`config.mk`:
```
export PLATFORM = sky130hd
export DESIGN_NAME = acfg_responder
export DESIGN_NICKNAME = d
export VERILOG_FILES = /design/src/rtl/acfg_pkg.sv /design/src/rtl/acfg_id_rom.sv /design/src/rtl/acfg_cfg_regs.sv /design/src/rtl/acfg_window_dec.sv /design/src/rtl/acfg_responder.sv
export SDC_FILE = /design/constraint.sdc
export NUM_CORES = 1
export LEC_CHECK = 0
export BUFFER_PORTS_ARGS = -buffer_cell sky130_fd_sc_hd__buf_2
export CAP_MARGIN = 30
export CORE_UTILIZATION = 47
export DETAILED_ROUTE_END_ITERATION = 8
export GPL_ROUTABILITY_DRIVEN = 0
export MAX_ROUTING_LAYER = met4
export PLACE_DENSITY = 0.93
export SLEW_MARGIN = 20
export SYNTH_ARGS = -nofsm -noshare
export SYNTH_HDL_FRONTEND = slang
export SYNTH_SLANG_ARGS = --single-unit
```
`constraint.sdc`:
```
create_clock -name clk -period 4.86 [get_ports clk]
set_clock_uncertainty 0.1 [all_clocks]
set_input_delay 0.729 -clock clk [delete_from_list [all_inputs] [get_ports clk]]
set_output_delay 0.729 -clock clk [all_outputs]
set_load 0.1 [all_outputs]
```
`src/rtl/acfg_pkg.sv`:
```
package acfg_pkg;
  localparam int ADDR_W = 24;
  localparam int BASE_W = 8;
  localparam int NIB_W  = 4;
  localparam int SLOT_W = 5;
  localparam int DATA_W = 16;

  typedef logic [SLOT_W-1:0] slot_t;

  localparam slot_t SLOT_TYPE   = 5'd0;
  localparam slot_t SLOT_PROD   = 5'd1;
  localparam slot_t SLOT_FLAGS  = 5'd2;
  localparam slot_t SLOT_MFR_HI = 5'd4;
  localparam slot_t SLOT_MFR_LO = 5'd5;
  localparam slot_t SLOT_SER_0  = 5'd6;
  localparam slot_t SLOT_SER_1  = 5'd7;
  localparam slot_t SLOT_SER_2  = 5'd8;
  localparam slot_t SLOT_SER_3  = 5'd9;
  localparam slot_t SLOT_BASE   = 5'd18;
  localparam slot_t SLOT_SHUT   = 5'd19;

  typedef enum logic [2:0] {
    SZ_8M   = 3'b000,
    SZ_64K  = 3'b001,
    SZ_128K = 3'b010
  } size_e;

  function automatic size_e size_code(input logic small_board);
    return small_board ? SZ_64K : SZ_128K;
  endfunction

  function automatic logic [7:0] type_byte(input logic small_board);
    return {2'b11, 3'b000, size_code(small_board)};
  endfunction

  function automatic logic [7:0] raw_byte(
    input slot_t       slot,
    input logic        small_board,
    input logic [7:0]  prod,
    input logic [15:0] mfr,
    input logic [31:0] serial
  );
    logic [7:0] b;
    case (slot)
      SLOT_TYPE:   b = type_byte(small_board);
      SLOT_PROD:   b = prod;
      SLOT_FLAGS:  b = 8'h00;
      SLOT_MFR_HI: b = mfr[15:8];
      SLOT_MFR_LO: b = mfr[7:0];
      SLOT_SER_0:  b = serial[31:24];
      SLOT_SER_1:  b = serial[23:16];
      SLOT_SER_2:  b = serial[15:8];
      SLOT_SER_3:  b = serial[7:0];
      default:     b = 8'h00;
    endcase
    return b;
  endfunction

  function automatic logic [NIB_W-1:0] bus_nibble(
    input slot_t       slot,
    input logic        lo_half,
    input logic        small_board,
    input logic [7:0]  prod,
    input logic [15:0] mfr,
    input logic [31:0] serial
  );
    logic [7:0] b;
    b = raw_byte(slot, small_board, prod, mfr, serial);
    if (slot != SLOT_TYPE) b = ~b;
    return lo_half ? b[3:0] : b[7:4];
  endfunction
endpackage

```
`src/rtl/acfg_id_rom.sv`:
```
module acfg_id_rom
  import acfg_pkg::*;
#(
  parameter bit          BOARD_64K = 1'b0,
  parameter logic [7:0]  PROD_ID   = 8'h3C,
  parameter logic [15:0] MFR_ID    = 16'h1D4F,
  parameter logic [31:0] SERIAL    = 32'h1234_5678
) (
  input  slot_t            slot,
  input  logic             lo_half,
  output logic [NIB_W-1:0] nib
);
  always_comb begin
    nib = bus_nibble(slot, lo_half, BOARD_64K, PROD_ID, MFR_ID, SERIAL);
  end
endmodule

```
`src/rtl/acfg_cfg_regs.sv`:
```
module acfg_cfg_regs
  import acfg_pkg::*;
(
  input  logic              clk,
  input  logic              rst_n,
  input  logic              wr_en,
  input  slot_t             slot,
  input  logic              lo_half,
  input  logic [NIB_W-1:0]  wnib,
  output logic [BASE_W-1:0] base_q,
  output logic              configured_q,
  output logic              shut_q,
  output logic              wr_base_hi,
  output logic              wr_base_lo,
  output logic              wr_shut
);
  assign wr_base_lo = wr_en && (slot == SLOT_BASE) && lo_half;
  assign wr_base_hi = wr_en && (slot == SLOT_BASE) && !lo_half;
  assign wr_shut    = wr_en && (slot == SLOT_SHUT);

  always_ff @(posedge clk or negedge rst_n) begin
    if (!rst_n) begin
      base_q       <= '0;
      configured_q <= 1'b0;
      shut_q       <= 1'b0;
    end else begin
      if (wr_base_lo) base_q[NIB_W-1:0] <= wnib;
      if (wr_base_hi) begin
        base_q[BASE_W-1:NIB_W] <= wnib;
        configured_q           <= 1'b1;
      end
      if (wr_shut) shut_q <= 1'b1;
    end
  end

  AST_CONFIG_STICKY: assert property (@(posedge clk) disable iff (!rst_n)
    $past(configured_q) |-> configured_q);
  AST_BASE_LOCKED: assert property (@(posedge clk) disable iff (!rst_n)
    ($past(configured_q) && configured_q) |-> $stable(base_q));
  AST_HI_CONFIGURES: assert property (@(posedge clk) disable iff (!rst_n)
    wr_base_hi |=> configured_q);
  AST_SHUT_STICKS: assert property (@(posedge clk) disable iff (!rst_n)
    wr_shut |=> (shut_q && $stable(configured_q)));
endmodule

```
`src/rtl/acfg_window_dec.sv`:
```
module acfg_window_dec
  import acfg_pkg::*;
#(
  parameter bit         BOARD_64K = 1'b0,
  parameter logic [7:0] CFG_PAGE  = 8'hE8
) (
  input  logic              clk,
  input  logic              rst_n,
  input  logic [ADDR_W-1:7] addr,
  input  logic              as_n,
  input  logic              cfg_in_n,
  input  logic              configured,
  input  logic              shut,
  input  logic [BASE_W-1:0] base,
  output logic              cfg_hit,
  output logic              card_sel
);
  localparam int WIN_LSB  = BOARD_64K ? 16 : 17;
  localparam int WIN_BITS = ADDR_W - WIN_LSB;

  logic page_hit;
  logic win_match;

  assign page_hit = (addr[ADDR_W-1:16] == CFG_PAGE) && (addr[15:7] == '0);

  generate
    if (BOARD_64K) begin : g_win64
      assign win_match = (addr[ADDR_W-1:16] == base);
    end else begin : g_win128
      assign win_match = (addr[ADDR_W-1:WIN_LSB] == base[BASE_W-1:BASE_W-WIN_BITS]);
    end
  endgenerate

  assign cfg_hit  = !as_n && !cfg_in_n && !configured && !shut && page_hit;
  assign card_sel = !as_n && configured && !shut && win_match;

  AST_CFG_NEEDS_CHAIN: assert property (@(posedge clk) disable iff (!rst_n)
    cfg_hit |-> !cfg_in_n);
  AST_NO_SEL_UNCONF: assert property (@(posedge clk) disable iff (!rst_n)
    !configured |-> !card_sel);
endmodule

```
`src/rtl/acfg_responder.sv`:
```
module acfg_responder
  import acfg_pkg::*;
#(
  parameter bit          BOARD_64K = 1'b0,
  parameter logic [7:0]  CFG_PAGE  = 8'hE8,
  parameter logic [7:0]  PROD_ID   = 8'h3C,
  parameter logic [15:0] MFR_ID    = 16'h1D4F,
  parameter logic [31:0] SERIAL    = 32'h1234_5678
) (
  input  logic              clk,
  input  logic              rst_n,
  input  logic [ADDR_W-1:1] addr,
  input  logic              as_n,
  input  logic              uds_n,
  input  logic              rw,
  input  logic [NIB_W-1:0]  wnib,
  input  logic              cfg_in_n,
  output logic [DATA_W-1:0] rdata,
  output logic              card_sel,
  output logic              slave_n,
  output logic              cfg_out_n,
  output logic              dtack_n,
  output logic              ovr_n
);
  slot_t             slot;
  logic              lo_half;
  logic [NIB_W-1:0]  id_nib;
  logic [BASE_W-1:0] base_q;
  logic              configured_q;
  logic              shut_q;
  logic              cfg_hit;
  logic              cfg_rd;
  logic              cfg_wr;
  logic              wr_base_hi;
  logic              wr_base_lo;
  logic              wr_shut;

  assign slot    = addr[6:2];
  assign lo_half = addr[1];
  assign cfg_rd  = cfg_hit && rw;
  assign cfg_wr  = cfg_hit && !rw && !uds_n;

  acfg_id_rom #(
    .BOARD_64K(BOARD_64K), .PROD_ID(PROD_ID), .MFR_ID(MFR_ID), .SERIAL(SERIAL)
  ) u_rom (
    .slot(slot), .lo_half(lo_half), .nib(id_nib)
  );

  acfg_cfg_regs u_regs (
    .clk(clk), .rst_n(rst_n), .wr_en(cfg_wr), .slot(slot), .lo_half(lo_half),
    .wnib(wnib), .base_q(base_q), .configured_q(configured_q), .shut_q(shut_q),
    .wr_base_hi(wr_base_hi), .wr_base_lo(wr_base_lo), .wr_shut(wr_shut)
  );

  acfg_window_dec #(.BOARD_64K(BOARD_64K), .CFG_PAGE(CFG_PAGE)) u_dec (
    .clk(clk), .rst_n(rst_n), .addr(addr[ADDR_W-1:7]), .as_n(as_n),
    .cfg_in_n(cfg_in_n), .configured(configured_q), .shut(shut_q),
    .base(base_q), .cfg_hit(cfg_hit), .card_sel(card_sel)
  );

  assign rdata     = cfg_rd ? {id_nib, {(DATA_W-NIB_W){1'b0}}} : '0;
  assign slave_n   = !(cfg_hit || card_sel);
  assign cfg_out_n = !(configured_q || shut_q);
  assign dtack_n   = 1'b1;
  assign ovr_n     = 1'b1;

  AST_SLAVE_STROBE: assert property (@(posedge clk) disable iff (!rst_n)
    as_n |-> (slave_n && !card_sel));
  AST_CHAIN_RELEASE: assert property (@(posedge clk) disable iff (!rst_n)
    (wr_base_hi || wr_shut) |=> !cfg_out_n);
  AST_CHAIN_HELD: assert property (@(posedge clk) disable iff (!rst_n)
    $past(!cfg_out_n) |-> !cfg_out_n);
  AST_SEL_EXCL: assert property (@(posedge clk) disable iff (!rst_n)
    !(cfg_hit && card_sel));
  AST_DATA_ONLY_CFG: assert property (@(posedge clk) disable iff (!rst_n)
    (rdata != '0) |-> (cfg_hit && rw));
  AST_LO_NO_CONF: assert property (@(posedge clk) disable iff (!rst_n)
    (wr_base_lo && !configured_q && !shut_q) |=> cfg_out_n);
endmodule

```
# ---- Yosys cells after proc, flatten, opt, wreduce, memory -nomap -nowiden
# Memory sizes are Yosys's and may differ from the RTL's.
# Cells that the tools add are included.
dict set report totals {
  out_inout_bits 21
  mem_bits_ro 128
  mem_count 1
  register_bits 10
}
dict set report op_classes {
  reduce_logical 28
  eq_ne 4
  muxes 4
  bitwise 1
}
# memory words word_bits read_ports rd_ports_with_merged_regs wr line_no
set mem_list {}
lappend mem_list {{(name not given)} 16 8 1 0 0 acfg_pkg.sv:44} ;# case (slot)
# op n
set ops {}
lappend ops {{$mux W16} 1}
lappend ops {{$mux W8} 2}
lappend ops {{$logic_and A1 B1 Y1} 15}
lappend ops {{$eq A5 B5 Y1 const B} 2}
lappend ops {{$logic_not A1 Y1} 9}
lappend ops {{$logic_not A9 Y1} 1}
lappend ops {{$eq A8 B8 Y1 const B} 1}
lappend ops {{$not A8 Y8} 1}
lappend ops {{$eq A7 B7 Y1} 1}
lappend ops {{$reduce_bool A5 Y1} 1}
lappend ops {{$mux W4} 1}
lappend ops {{$logic_or A1 B1 Y1} 2}

# ---- Longest topological paths before layout
dict set report logic_depth {
  depth_word 9
  ltp_mapped 6
}

# ---- Hierarchy
# Synthesis repeated with hierarchy kept, for this count alone.
dict set report hier_totals {
  cells_unflattened 110
  area_unflattened_um2 997.2
}
# mod n_inst area_per_inst_um2 cells_each seq_area_each_um2
set by_module_without_submodules {}
lappend by_module_without_submodules {acfg_cfg_regs 1 426.7 28 250.2}
lappend by_module_without_submodules {acfg_id_rom 1 270.3 40 0.0}
lappend by_module_without_submodules {acfg_responder 1 157.7 23 0.0}
lappend by_module_without_submodules {acfg_window_dec 1 142.6 19 0.0}

# ---- Worst setup path after synthesis
# Ideal clock, no wire load.
dict set report synth_path {
  path_type {input to output}
  startpoint {input addr[22] (netlist bit)}
  endpoint {output slave_n}
  setup_slack_ps -1499
  required_ps 4031
  path_stages 3
  arrival_ps 5530
  path_cell_list {xor2_1 > nor4_1 > nor2_1}
}
dict set report synth_via {
  elab_cells_between_ends 7
}
# item line_no
set synth_lines {}
lappend synth_lines {{from (decl)} acfg_responder.sv:12} ;# input logic [ADDR_W-1:1] addr,
lappend synth_lines {{$eq A7 B7 Y1} acfg_window_dec.sv:30} ;# assign win_match = (addr[ADDR_W-1:WIN_LSB] == base[BASE_W-1:BASE_W-WIN_BITS]);
lappend synth_lines {{$logic_and A1 B1 Y1} acfg_window_dec.sv:35} ;# assign card_sel = !as_n && configured && !shut && win_match;
lappend synth_lines {{net card_sel} acfg_responder.sv:19} ;# output logic card_sel,
lappend synth_lines {{$logic_or A1 B1 Y1} acfg_responder.sv:62} ;# assign slave_n = !(cfg_hit || card_sel);
lappend synth_lines {{$logic_not A1 Y1} acfg_responder.sv:62}
lappend synth_lines {{to (decl)} acfg_responder.sv:20} ;# output logic slave_n,
# The timed path passes the listed nets, and every way through them passes these cells.

# ---- Final worst setup path
dict set report layout_path {
  startpoint {input addr[3] (netlist bit)}
  endpoint {output rdata[12]}
}
dict set report layout_via {
  elab_chain_cells 6
  elab_cells_between_ends 7
}
# item line_no
set layout_lines {}
lappend layout_lines {{$mem_v2 Z16 W8} -}
lappend layout_lines {{$mux W8} acfg_pkg.sv:44}
lappend layout_lines {{$not A8 Y8} acfg_pkg.sv:69} ;# if (slot != SLOT_TYPE) b = ~b;
lappend layout_lines {{$mux W8 (*)} acfg_pkg.sv:69}
lappend layout_lines {{$mux W4 (*)} acfg_pkg.sv:70} ;# return lo_half ? b[3:0] : b[7:4];
lappend layout_lines {{$mux W16 (*)} acfg_responder.sv:61} ;# assign rdata = cfg_rd ? {id_nib, {(DATA_W-NIB_W){1'b0}}} : '0;
lappend layout_lines {{to (decl)} acfg_responder.sv:18} ;# output logic [DATA_W-1:0] rdata,
# Mark *: on every way between the ends. The rest lies on a longest branch, timed or not.

==> run_results.csv <==
group,metric,value,unit
drt,route.detailed.drc,0,
drt,ant_nets,0,
pwr,p_comb_share,40.2,%
pwr,p_per_area,193,mW/mm^2
sta,period_share,70.0,%
grt,overflow,0,
sta,period_needed,3.40,ns
worst_setup_path,critPathKind,"input pin to output pin",
synth,async_reset_ff_share,100,%
sta,fmax,294,MHz
cells_and_area,drive_gt1_share,40.4,%
drt,drtPass1Iterations,4,
grt,grt_first_pass_wirelength,3.07,mm
worst_setup_path,crit_fanout,6,
clock_network,clk_pin_slew_worst_paths,0.06,ns
sta,setup_viol,0,
clock_network,worstSkewPairLatency,0.27,ns
cells_and_area,fill_cells,177,
cells_and_area,final_design_area_no_fill,0.00116,mm^2
die,core_area,0.00196,mm^2
synth,synth_top_area_share,23.1,%
sta,rsz0062_at_grt,"no",
grt,grt_pass1_vias,770,
synth,synth_edf_count,0,
synth,synth_common_cells,"buf_4, dfrtp_1, nor2_1",
pwr,peakVddDrop,0.146,mV
placement,hpwl,1.69,mm
synth,synth_most_common_cell,"buf_4",
sta,hold_viol,0,
clock_network,cts_resized,0,
job,maxCapViolCount,0,
synth,ys_seq_area_share,23.1,%
cells_and_area,fin_nets,186,
worst_setup_path,crit_arrival,2.57,ns
clock_network,cts_setup_buffers,0,
drt,route.vias.total,899,
drt,drt-total-wl,2.05,mm
cells_and_area,synthToLayoutAreaGrowth,19.5,%
clock_network,cts_tree,"built",
hold_path,hold_class,"input pin to asynchronous set/reset pin",
die,dieWidth,47.5,um
die,io_pins,54,
pwr,leakagePower,0.590,nW
pwr,p_int,0.000127,W
worst_setup_path,crit_path_start_kind,"input pin",
die,rows,16,
placement,io_buffers,39,
drt,wire_per_inst,11.8,um
clock_network,clk_path_buf_depth,2,
cells_and_area,regArea,225,um^2
pwr,switching_share,43.5,%
drt,viasPerCell,5.20,
status,outcome,"completed",
sta,setup_tns,0,ns
pwr,seq_power_share,33.4,%
pwr,p_clk_share,26.4,%
worst_setup_path,crit_required,4.03,ns
sta,worst_pin_slew,0.508,ns
worst_setup_path,critPathCaptureType,"output pin",
synth,netlist_instances,108,
clock_network,clock-sinks,9,
synth,synth.cell_area,975,um^2
cells_and_area,antenna_cells,0,
synth,netlist_top_cells_area,"dfrtp_1, buf_4, mux2_2, ha_1, xnor2_1",
sta,slew_violations,0,
clock_network,holdBufCountCts,0,
synth,synthFlopType,"dfrtp_1",
synth,synth_largest_area_cell,"dfrtp_1",
grt,grtUsageTotal,20.0,%
sta,max-slew-margin-rel,65.3,%
placement,postPlaceCellArea,0.00114,mm^2
synth,ys.warnings.count,0,
grt,grt_antenna_before_repair,0,
synth,postSynthAreaPerCell,9.02,um^2
clock_network,cts_made_buffers,3,
clock_network,cts_root_buf,"clkbuf_4",
die,die_h,47.5,um
drt,drt_iter0_drc,6,
cells_and_area,multi_input_area,666,um^2
grt,grt_max_degree,16,
die,die_area,0.00226,mm^2
synth,ys_types,37,
synth,synth-seq-cells,9,
clock_network,cts.htree.levels,1,
die,start_util,49.7,%
pwr,power.switching,0.0000977,W
final timing paths:
kind	slack, ns	cells past startpoint	start	to
setup / recovery	1.46	8	addr[3]	rdata[12]
hold / removal	0.21	1	rst_n	u_regs.base_q[3]
setup reg to reg	2.82	4	u_regs.configured_q	u_regs.base_q[6]
hold reg to reg	0.42	1	u_regs.shut_q	u_regs.shut_q
max in group asynchronous	4.27	1	rst_n	u_regs.base_q[6]
min in group clk	0.42	1	u_regs.shut_q	u_regs.shut_q
metrics by stage:
step / instances / hold slack (ns) / setup slack (ns) / power, W / util, %
after floorplan: 120 / 0.333 / 0.146 / 0.000154 / -
after global placement: 169 / 0.389 / 1.55 / 0.000164 / 58.0
after detailed placement: 169 / 0.399 / 1.48 / 0.000166 / 58.0
after CTS: 173 / 0.208 / 1.47 / 0.000225 / 59.4
after global routing: 173 / 0.213 / 1.37 / 0.000236 / 59.4
final: 173 / 0.207 / 1.46 / 0.000224 / 59.4
area by class of cell:
cell class                      count  share of cell area (%)
Clock buffer                        4                    2.26
Inverter                            5                    1.61
Multi-Input combinational cell     89                    57.1
Sequential cell                     9                    19.3
Tap cell                           27                    2.90
Timing Repair Buffer               39                    16.8
registers in the layout (all words and copies together), names as in the netlist:
register	flops
u_regs.base_q	7
u_regs.configured_q	1
u_regs.shut_q	1
critical path: stages:
cell and delay (ns):
buf_2 0.13, inv_1 0.12, ha_1 0.24, nor2_1 0.07, a2111oi_0 0.49, nor4b_1 0.10
nor3b_1 0.23, buf_2 0.46
cell families (layout without fill, tap and decap cells):
logic type / Yosys count / in the layout / synth area share [%]
multiplexers: 8 / 8 / 9.11
AO/OA/AOI/OAI: 15 / 15 / 10.0
buffers and inverters: 22 / 48 / 13.9
other: 2 / 14 / 0.771
AND/OR/NAND/NOR: 38 / 38 / 28.2
flip-flops: 9 / 9 / 23.1
adder cells (fa/ha/maj): 6 / 6 / 7.70
XOR/XNOR: 8 / 8 / 7.19
power by group through the flow:
stage	Combinational (W)	Clock, W	Sequential [W]
after CTS	0.0000899	0.0000605	0.0000749
after global routing	0.0000964	0.0000645	0.0000748
final	0.0000902	0.0000593	0.0000749
after detailed placement	0.0000896	0	0.0000763
after floorplan	0.0000773	0	0.0000763
after global placement	0.0000877	0	0.0000763
layout by cell type, fill, tap and decap left out:
master,Yosys,layout
a2111oi_0,1,1
a21oi_1,2,2
a221o_1,1,1
a22oi_1,1,1
a31o_2,1,1
a31oi_1,4,4
and4bb_2,1,1
buf_2,0,39
clkbuf_1,3,1
clkbuf_4,0,3
conb_1,2,14
dfrtp_1,9,9
ha_1,6,6
inv_1,5,5
mux2_2,7,7
mux2i_1,1,1
nand2_1,2,2
nand2b_1,2,2
nand3_1,2,2
nand3b_1,3,3
nand4_1,1,1
nand4_2,1,1
nor2_1,9,9
nor2b_1,1,1
nor3_1,3,3
nor3b_1,2,2
nor4_2,1,2
nor4_4,2,2
nor4b_1,2,2
nor4b_2,1,1
o211ai_1,1,1
o21ai_0,4,4
or2_2,1,1
or3_1,2,2
or3b_2,1,1
xnor2_1,6,6
xor2_1,2,2
per-layer routing:
layer	wire length, um	GRT usage, %	part of all wire, %
met4	36	10.0	1.8
met1	864	23.6	42
met3	159	3.40	7.8
met5	0	-	0
met2	988	32.6	48
Power figures use the tool's default switching activity.
